$ cat config.mk
export PLATFORM = sky130hd
export DESIGN_NAME = l1ic_top
export DESIGN_NICKNAME = d
export VERILOG_FILES = /design/src/rtl/l1ic_pkg.sv /design/src/rtl/l1ic_sync.sv /design/src/rtl/l1ic_decode.sv /design/src/rtl/l1ic_bank.sv /design/src/rtl/l1ic_top.sv
export SDC_FILE = /design/constraint.sdc
export NUM_CORES = 1
export LEC_CHECK = 0
export BUFFER_PORTS_ARGS = -buffer_cell sky130_fd_sc_hd__clkbuf_2
export CORE_ASPECT_RATIO = 1.1
export CORE_MARGIN = 1
export CORE_UTILIZATION = 47
export DETAILED_ROUTE_END_ITERATION = 10
export PLACE_DENSITY = 0.67
export SKIP_CTS_REPAIR_TIMING = 1
export SLEW_MARGIN = 5
export SYNTH_ARGS = -nofsm -noshare
export SYNTH_HDL_FRONTEND = slang
export SYNTH_SLANG_ARGS = --single-unit
export TNS_END_PERCENT = 5
$ cat constraint.sdc
create_clock -name clk -period 8.8 [get_ports clk]
set_input_delay 1.76 -clock clk [delete_from_list [all_inputs] [get_ports clk]]
set_output_delay 1.76 -clock clk [all_outputs]
set_load 0.05 [all_outputs]
$ cat src/rtl/l1ic_pkg.sv
package l1ic_pkg;
  localparam int SRC_PER_WORD = 32;
  typedef logic [SRC_PER_WORD-1:0] word_t;

  // Bus words occupied by one processor's bank
  function automatic int bank_words(input int n_words);
    return 2 * n_words;
  endfunction
endpackage

$ cat src/rtl/l1ic_sync.sv
module l1ic_sync #(
  parameter int WIDTH = 64
) (
  input  logic             clk,
  input  logic             rst,
  input  logic [WIDTH-1:0] d_in,
  output logic [WIDTH-1:0] d_out
);
  logic [WIDTH-1:0] meta_q;
  logic [WIDTH-1:0] sync_q;

  always_ff @(posedge clk) begin
    if (rst) begin
      meta_q <= '0;
      sync_q <= '0;
    end else begin
      meta_q <= d_in;
      sync_q <= meta_q;
    end
  end

  assign d_out = sync_q;
endmodule

$ cat src/rtl/l1ic_decode.sv
module l1ic_decode
  import l1ic_pkg::*;
#(
  parameter int NUM_CPUS  = 2,
  parameter int NUM_WORDS = 2,
  parameter int ADDR_W    = 6
) (
  input  logic [ADDR_W-1:0] addr,
  output logic              hit,
  output logic              is_en,
  output logic [ADDR_W-1:0] cpu_idx,
  output logic [ADDR_W-1:0] grp_idx
);
  localparam logic [ADDR_W-1:0] BANK_V  = ADDR_W'(bank_words(NUM_WORDS));
  localparam logic [ADDR_W-1:0] WORDS_V = ADDR_W'(NUM_WORDS);
  localparam logic [ADDR_W-1:0] CPUS_V  = ADDR_W'(NUM_CPUS);
  localparam logic [ADDR_W-1:0] ONE_V   = ADDR_W'(1);

  logic [ADDR_W-1:0] offset;

  always_comb begin
    cpu_idx = addr / BANK_V;
    offset  = addr % BANK_V;
    hit     = (cpu_idx < CPUS_V);
    is_en   = (offset < WORDS_V);
    // Highest source group sits at the lowest offset of each run
    if (is_en) grp_idx = WORDS_V - ONE_V - offset;
    else       grp_idx = BANK_V - ONE_V - offset;
  end
endmodule

$ cat src/rtl/l1ic_bank.sv
module l1ic_bank
  import l1ic_pkg::*;
#(
  parameter int NUM_WORDS = 2,
  parameter int IDX_W     = 6
) (
  input  logic                             clk,
  input  logic                             rst,
  input  logic                             wr_stb,
  input  logic [IDX_W-1:0]                 wr_grp,
  input  word_t                            wr_data,
  input  logic [SRC_PER_WORD*NUM_WORDS-1:0] status,
  output logic [SRC_PER_WORD*NUM_WORDS-1:0] en_flat,
  output logic                             irq
);
  localparam int BITS = SRC_PER_WORD * NUM_WORDS;

  word_t en_q [NUM_WORDS];
  logic  irq_q;

  for (genvar g = 0; g < NUM_WORDS; g++) begin : g_word
    always_ff @(posedge clk) begin
      if (rst) begin
        en_q[g] <= '0;
      end else if (wr_stb && (wr_grp == IDX_W'(g))) begin
        en_q[g] <= wr_data;
      end
    end
    assign en_flat[g*SRC_PER_WORD +: SRC_PER_WORD] = en_q[g];
  end

  logic [BITS-1:0] live;
  assign live = status & en_flat;

  always_ff @(posedge clk) begin
    if (rst) irq_q <= 1'b0;
    else     irq_q <= |live;
  end

  assign irq = irq_q;
endmodule

$ cat src/rtl/l1ic_top.sv
module l1ic_top
  import l1ic_pkg::*;
#(
  parameter int NUM_CPUS  = 2,
  parameter int NUM_WORDS = 2,
  parameter int ADDR_W    = 6
) (
  input  logic                              clk,
  input  logic                              rst,
  input  logic [SRC_PER_WORD*NUM_WORDS-1:0] src_in,
  input  logic                              wr_en,
  input  logic                              rd_en,
  input  logic [ADDR_W-1:0]                 addr,
  input  logic [31:0]                       wr_data,
  output logic [31:0]                       rd_data,
  output logic [NUM_CPUS-1:0]               irq_out
);
  localparam int SRC_W = SRC_PER_WORD * NUM_WORDS;

  logic [SRC_W-1:0]          status;
  logic [NUM_CPUS*SRC_W-1:0] en_all;
  logic                      hit;
  logic                      is_en;
  logic [ADDR_W-1:0]         cpu_idx;
  logic [ADDR_W-1:0]         grp_idx;
  word_t                     rd_mux;
  word_t                     rd_q;

  l1ic_sync #(.WIDTH(SRC_W)) u_sync (
    .clk   (clk),
    .rst   (rst),
    .d_in  (src_in),
    .d_out (status)
  );

  l1ic_decode #(
    .NUM_CPUS  (NUM_CPUS),
    .NUM_WORDS (NUM_WORDS),
    .ADDR_W    (ADDR_W)
  ) u_dec (
    .addr    (addr),
    .hit     (hit),
    .is_en   (is_en),
    .cpu_idx (cpu_idx),
    .grp_idx (grp_idx)
  );

  for (genvar c = 0; c < NUM_CPUS; c++) begin : g_cpu
    logic stb;
    assign stb = wr_en && hit && is_en && (cpu_idx == ADDR_W'(c));

    l1ic_bank #(
      .NUM_WORDS (NUM_WORDS),
      .IDX_W     (ADDR_W)
    ) u_bank (
      .clk     (clk),
      .rst     (rst),
      .wr_stb  (stb),
      .wr_grp  (grp_idx),
      .wr_data (wr_data),
      .status  (status),
      .en_flat (en_all[c*SRC_W +: SRC_W]),
      .irq     (irq_out[c])
    );
  end

  always_comb begin
    rd_mux = '0;
    if (hit) begin
      for (int c = 0; c < NUM_CPUS; c++) begin
        for (int g = 0; g < NUM_WORDS; g++) begin
          if ((cpu_idx == ADDR_W'(c)) && (grp_idx == ADDR_W'(g))) begin
            if (is_en) rd_mux = en_all[c*SRC_W + g*SRC_PER_WORD +: SRC_PER_WORD];
            else       rd_mux = status[g*SRC_PER_WORD +: SRC_PER_WORD];
          end
        end
      end
    end
  end

  always_ff @(posedge clk) begin
    if (rst)        rd_q <= '0;
    else if (rd_en) rd_q <= rd_mux;
  end

  assign rd_data = rd_q;
endmodule

== Yosys cells after proc, flatten, opt, wreduce, memory -nomap -nowiden ==
Memories as Yosys holds them, arrays and structs flattened.
Index checks and enable logic that the tools add are counted.

* Register bits: 162
* Memory bits (writable): 128
* Input bits: 106
* Output and inout port bits: 34
* Word-level logic and storage cells: 63
* Memories: 2

{| class="wikitable"
|+ Memory list
! memory !! words !! width !! rd ports !! clocked after memory_dff !! wr ports !! RTL line !! text
|-
| g_cpu[0].u_bank.en_q || 2 || 32 || 2 || 0 || 2 || l1ic_bank.sv:18 || <nowiki>word_t en_q [NUM_WORDS];</nowiki>
|-
| g_cpu[1].u_bank.en_q || 2 || 32 || 2 || 0 || 2 || l1ic_bank.sv:18 ||
|}

* $add $sub $neg: 2
* Magnitude comparators: 2
* Equal/unequal tests: 2
* Multiplexer cells: 28
* Bitwise operators: 6
* Reductions and logical operators: 16

{| class="wikitable"
|+ Operators with widths
! cell !! number
|-
| 32-bit two-way mux || 13
|-
| 64-bit AND || 2
|-
| 64-bit OR reduction || 2
|-
| 1-bit two-way mux || 14
|-
| 1-bit logical AND || 12
|-
| 6-bit zero test || 2
|-
| 6-bit by 1-bit equality test with 1-bit output (second input constant) || 1
|-
| 6-bit two-way mux || 1
|-
| 4-bit by 1-bit equality test with 1-bit output (second input constant) || 1
|-
| 4-bit by 2-bit < comparator with 1-bit output (second input constant) || 1
|-
| 1-bit bitwise OR || 4
|-
| 1-bit by 2-bit subtractor with 3-bit output (first input constant) || 1
|-
| 2-bit by 2-bit subtractor with 3-bit output (first input constant) || 1
|-
| 2-bit < comparator (second input constant) || 1
|}

== Longest topological paths before layout ==
* Word-level depth: 9
* Mapped depth: 7
* Depth with buffers taken out: 5

== Hierarchy ==
A second synthesis with hierarchy kept.

* Cell total of the unflattened synthesis: 1135
* Area, all modules: 12714.7 um2

{| class="wikitable"
|+ By module, submodules not included
! module !! instances !! cells each !! area each (um2) !! seq. area each (um2)
|-
| l1ic_bank || 2 || 183 || 2798.9 || 1941.9
|-
| l1ic_top || 1 || 484 || 3548.4 || 640.6
|-
| l1ic_sync || 1 || 270 || 3464.6 || 2562.5
|-
| l1ic_decode || 1 || 15 || 103.8 || 0.0
|}

== Worst setup path before layout ==
OpenSTA, ideal clock, no wires.

* Path kind: input-to-reg
* From: in addr[4]
* To: mem g_cpu[1].u_bank.en_q[0][0] in the netlist's numbering (enable)
* Library setup time: 428 ps
* Data arrival time: 3783 ps
* Data required time: 8372 ps
* Setup slack: 4589 ps
* Stages: 4
* Buffers on the path: 0
* Path through: nand2b_1 -> nor4_4 -> nand2_2 -> o21bai_1

{| class="wikitable"
|+ RTL lines
! what !! RTL line !! text
|-
| from (decl) || l1ic_top.sv:13 || <nowiki>input logic [ADDR_W-1:0] addr,</nowiki>
|-
| to (decl) || l1ic_bank.sv:18 ||
|}

==> metrics.md <==
| Metric | Value |
|---|---|
| Via count | about 7.4k |
| RSZ-0062 raised after global routing | false |
| Starting DRC count in detailed routing | ~860 |
| Worst setup path end | g_cpu[0].u_bank.en_q[1][9]$_SDFFCE_PN0P_ |
| Final worst-path cycle share | between 40% and 50% |
| Initial Util | 48.0% |
| Site Rows | 59 |
| Multiplexer area fraction after synthesis | 9.68% |
| CP endpoint kind | flip-flop |
| Sum Neg Setup Slack | 0 ns |
| Status | complete, no violations |
| Data required, critical path | 8.97 ns |
| Worst vdd rail ir drop | 0.000148 V |
| Reg-to-reg endpoint | g_cpu[0].u_bank.irq$_SDFF_PP0_ |
| Count of input and output buffers | approximately 140 |
| Least-Margin Pin Slew | 1.17 ns |
| Die Y | roughly 170 µm |
| Post-Synth XOR/XNOR Area | 0% |
| Final std cells w/o fill | ~1.3k |
| Io pins | 140 |
| Core Region | 23800 µm² |
| Clock latency on the worst-skew pair | 0.54 ns |
| Ant. Diodes | 0 |
| DRT Pass-1 Iters | 5 |
| # fillers | around 2.0k |
| Synth Area in Compound Gates | under 10% |
| Rel. slew slack | between 20% and 30% |
| Simple-gate share of the synthesized area | 17.8% |
| Longest Clk Path Bufs | 3 |
| H-Tree Level Count | 1 |
| M1 WL | 13.1 mm |
| Highest Signal Layer | met4 |
| Sequential element share of the synthesized area | 62.1% |
| Reg clk slew, reported paths | 0.06 ns |
| #FFs+latches synth | 290 |
| Die footprint | between 20000 and 25000 µm² |
| Element type at the critical path start | input pin |
| Met2 wire length | 13.5 mm |
| Synthesized net count | around 1000 |
| Layout Skew | 0.0138 ns |
| Grt total ovfl | 0 |
| Area grow syn2layout | 15.7% |
| Syn_area_per_cell | roughly 13 µm² |
| Post-DP HPWL | about 22 mm |
| Static Leak | 5.19 nW |
| Max Cap Viol | 0 |
| Crit path arrival time | 3.71 ns |
| Register-to-register setup slack | roughly 7.0 ns |
| Die Span X | 151 µm |
| Pin count of the biggest net entering global routing | 91 |
| Synthesis Warnings | 0 |
| Final Net Count | roughly 1.1k |
| Vias/cell | between 5 and 6 |
| First-pass GRT wire length | ~44 mm |
| R2R depth | 5 |
| Initial antenna violation count | 0 |
| Layout cell share with drive strength beyond 1 | between 20% and 30% |
| Pwr Density | roughly 220 nW/µm² |
| CP Class | in -> reg |
| CTS Sinks | 290 |
| WHS Path Cells | 1 |
| Vias in the first global route | 6916 |
| Power consumption | 0.00286 W |
| Crit path max fanout | 90 |
| Post-synthesis cell count | 891 |
| Post-layout minimum cycle time | 3.54 ns |
| GP Congestion | 0.959 |
| Endpoints failing hold | 0 |
| Total Wirelength | approximately 30 mm |
| Root buffer cell | clkbuf_16 |
| Post-route ant nets | 0 |
| Routed wl met3 | 2.73 mm |
| Adder-cell area share of the yosys netlist | 0% |
| Placed cell count | 1292 |
| Yosys cell types | 35 |
| DRC errors left | 0 |
| Largest family of logic cells by synthesized area | simple AND/OR/NAND/NOR gates |
| Critical Path Source | rst |
| Most common cell after layout, fill and taps aside | dfxtp_1 |
| Hold Worst Slack | 0.430 ns |
| Hold WC Path Type | reg -> reg |
| DR WL/cell | approximately 23 µm |
| Max-slew violation count | 0 |
| CTS tree | built |
| GR Util All Layers | 24.8% |
| Critical R2R Launch | g_cpu[0].u_bank.en_q[1][31]$_SDFFCE_PN0P_ |
| Final setup fails | 0 |
| Most frequent cells in the layout | dfxtp_1, clkbuf_2, nor2b_1, and2_1, edfxtp_1 |
| Synth Cell Area | 11400 µm² |
| Fmax | 283 MHz |
| TritonCTS buffer count | 28 |
-- worst min-delay path by stage --
stage / start / endpoint
2_1_floorplan: u_sync.meta_q[0]$_SDFF_PP0_ / u_sync.d_out[0]$_SDFF_PP0_
3_3_place_gp: u_sync.meta_q[17]$_SDFF_PP0_ / u_sync.d_out[17]$_SDFF_PP0_
3_5_place_dp: u_sync.meta_q[52]$_SDFF_PP0_ / u_sync.d_out[52]$_SDFF_PP0_
4_1_cts: u_sync.meta_q[26]$_SDFF_PP0_ / u_sync.d_out[26]$_SDFF_PP0_
5_1_grt: u_sync.meta_q[37]$_SDFF_PP0_ / u_sync.d_out[37]$_SDFF_PP0_
6_report: u_sync.meta_q[26]$_SDFF_PP0_ / u_sync.d_out[26]$_SDFF_PP0_
-- final cells by class --
class                   instances  area, µm²  area share, %
clock buffers                  44        855           6.47
multi-input cells             546       4060           30.7
well taps                     305        382           2.89
repair buffers                150        781           5.91
clock inverters                 7       42.5          0.322
flip-flops and latches        290       7090           53.7
inverters                       1       3.75         0.0284
-- sequential cells by signal (all words and copies together), names as in the netlist --
name and count:
u_sync.d_out 64, rd_data 32, u_sync.meta_q 64, g_cpu.u_bank.en_q 128
g_cpu.u_bank.irq 2
-- logic make-up (layout without fill, tap and decap cells) --
logic type,count (synthesis),in the layout
simple gates,348,348
buf+inv,55,202
flops,290,290
mux,64,64
compound gates,134,134
-- layer usage --
metal | up-vias | GRT usage [%]
li1 | 3432 | -
met3 | 58 | 3.76
met2 | 425 | 38.6
met4 | 0 | 8.59
met1 | 3457 | 35.1
met5 | - | 0
-- report_power, final --
part	internal [W]	switching (W)	total, W
Sequential	0.00147	0.0000495	0.00152
Combinational	0.0000838	0.000107	0.000191
Clock	0.000667	0.000489	0.00116
-- worst max-delay path, stage by stage --
cell and delay, ns:
buf_4 0.42, buf_4 0.71, o21bai_2 0.25, buf_4 0.49
-- through the flow --
step	utilization, %	cell area (µm²)	setup WS, ns
4_1_cts	55.6	13200	5.19
3_3_place_gp	51.8	12300	4.66
3_5_place_dp	51.8	12300	4.62
6_report	55.6	13200	5.26
5_1_grt	55.6	13200	5.07
2_1_floorplan	-	11400	4.59
-- cell usage after synthesis --
cell type    n  area share, %
buf_6        2           0.20
nor2_1       1          0.033
clkbuf_2     9           0.39
a22oi_1     28            1.8
nand2b_1     2           0.11
nand2_2      1          0.055
buf_2       13           0.57
o21bai_1     4           0.26
o21ai_1     42            1.8
mux2i_1     32            2.8
inv_1        1          0.033
buf_4        4           0.26
nor3_1       4           0.18
nor2_2       2           0.11
a21oi_1      2          0.088
clkbuf_1    23           0.76
dfxtp_1    162             28
edfxtp_1   128             34
a22o_1      18            1.4
nor4_1       1          0.055
nand2b_2     1          0.077
buf_1        1          0.033
o21ai_0     22           0.97
nand3_1      2          0.088
mux4_1      17            3.9
a221oi_1    18            1.4
nor3_2       1          0.088
and2_1     128            7.0
mux4_2      15            3.0
nor4_4       1           0.19
nand2_1     65            2.1
nor3_4       1           0.14
nor2b_1    128            7.0
buf_12       2           0.35
nand4_1     10           0.55
Note: power is estimated with default switching activity, not from simulation.
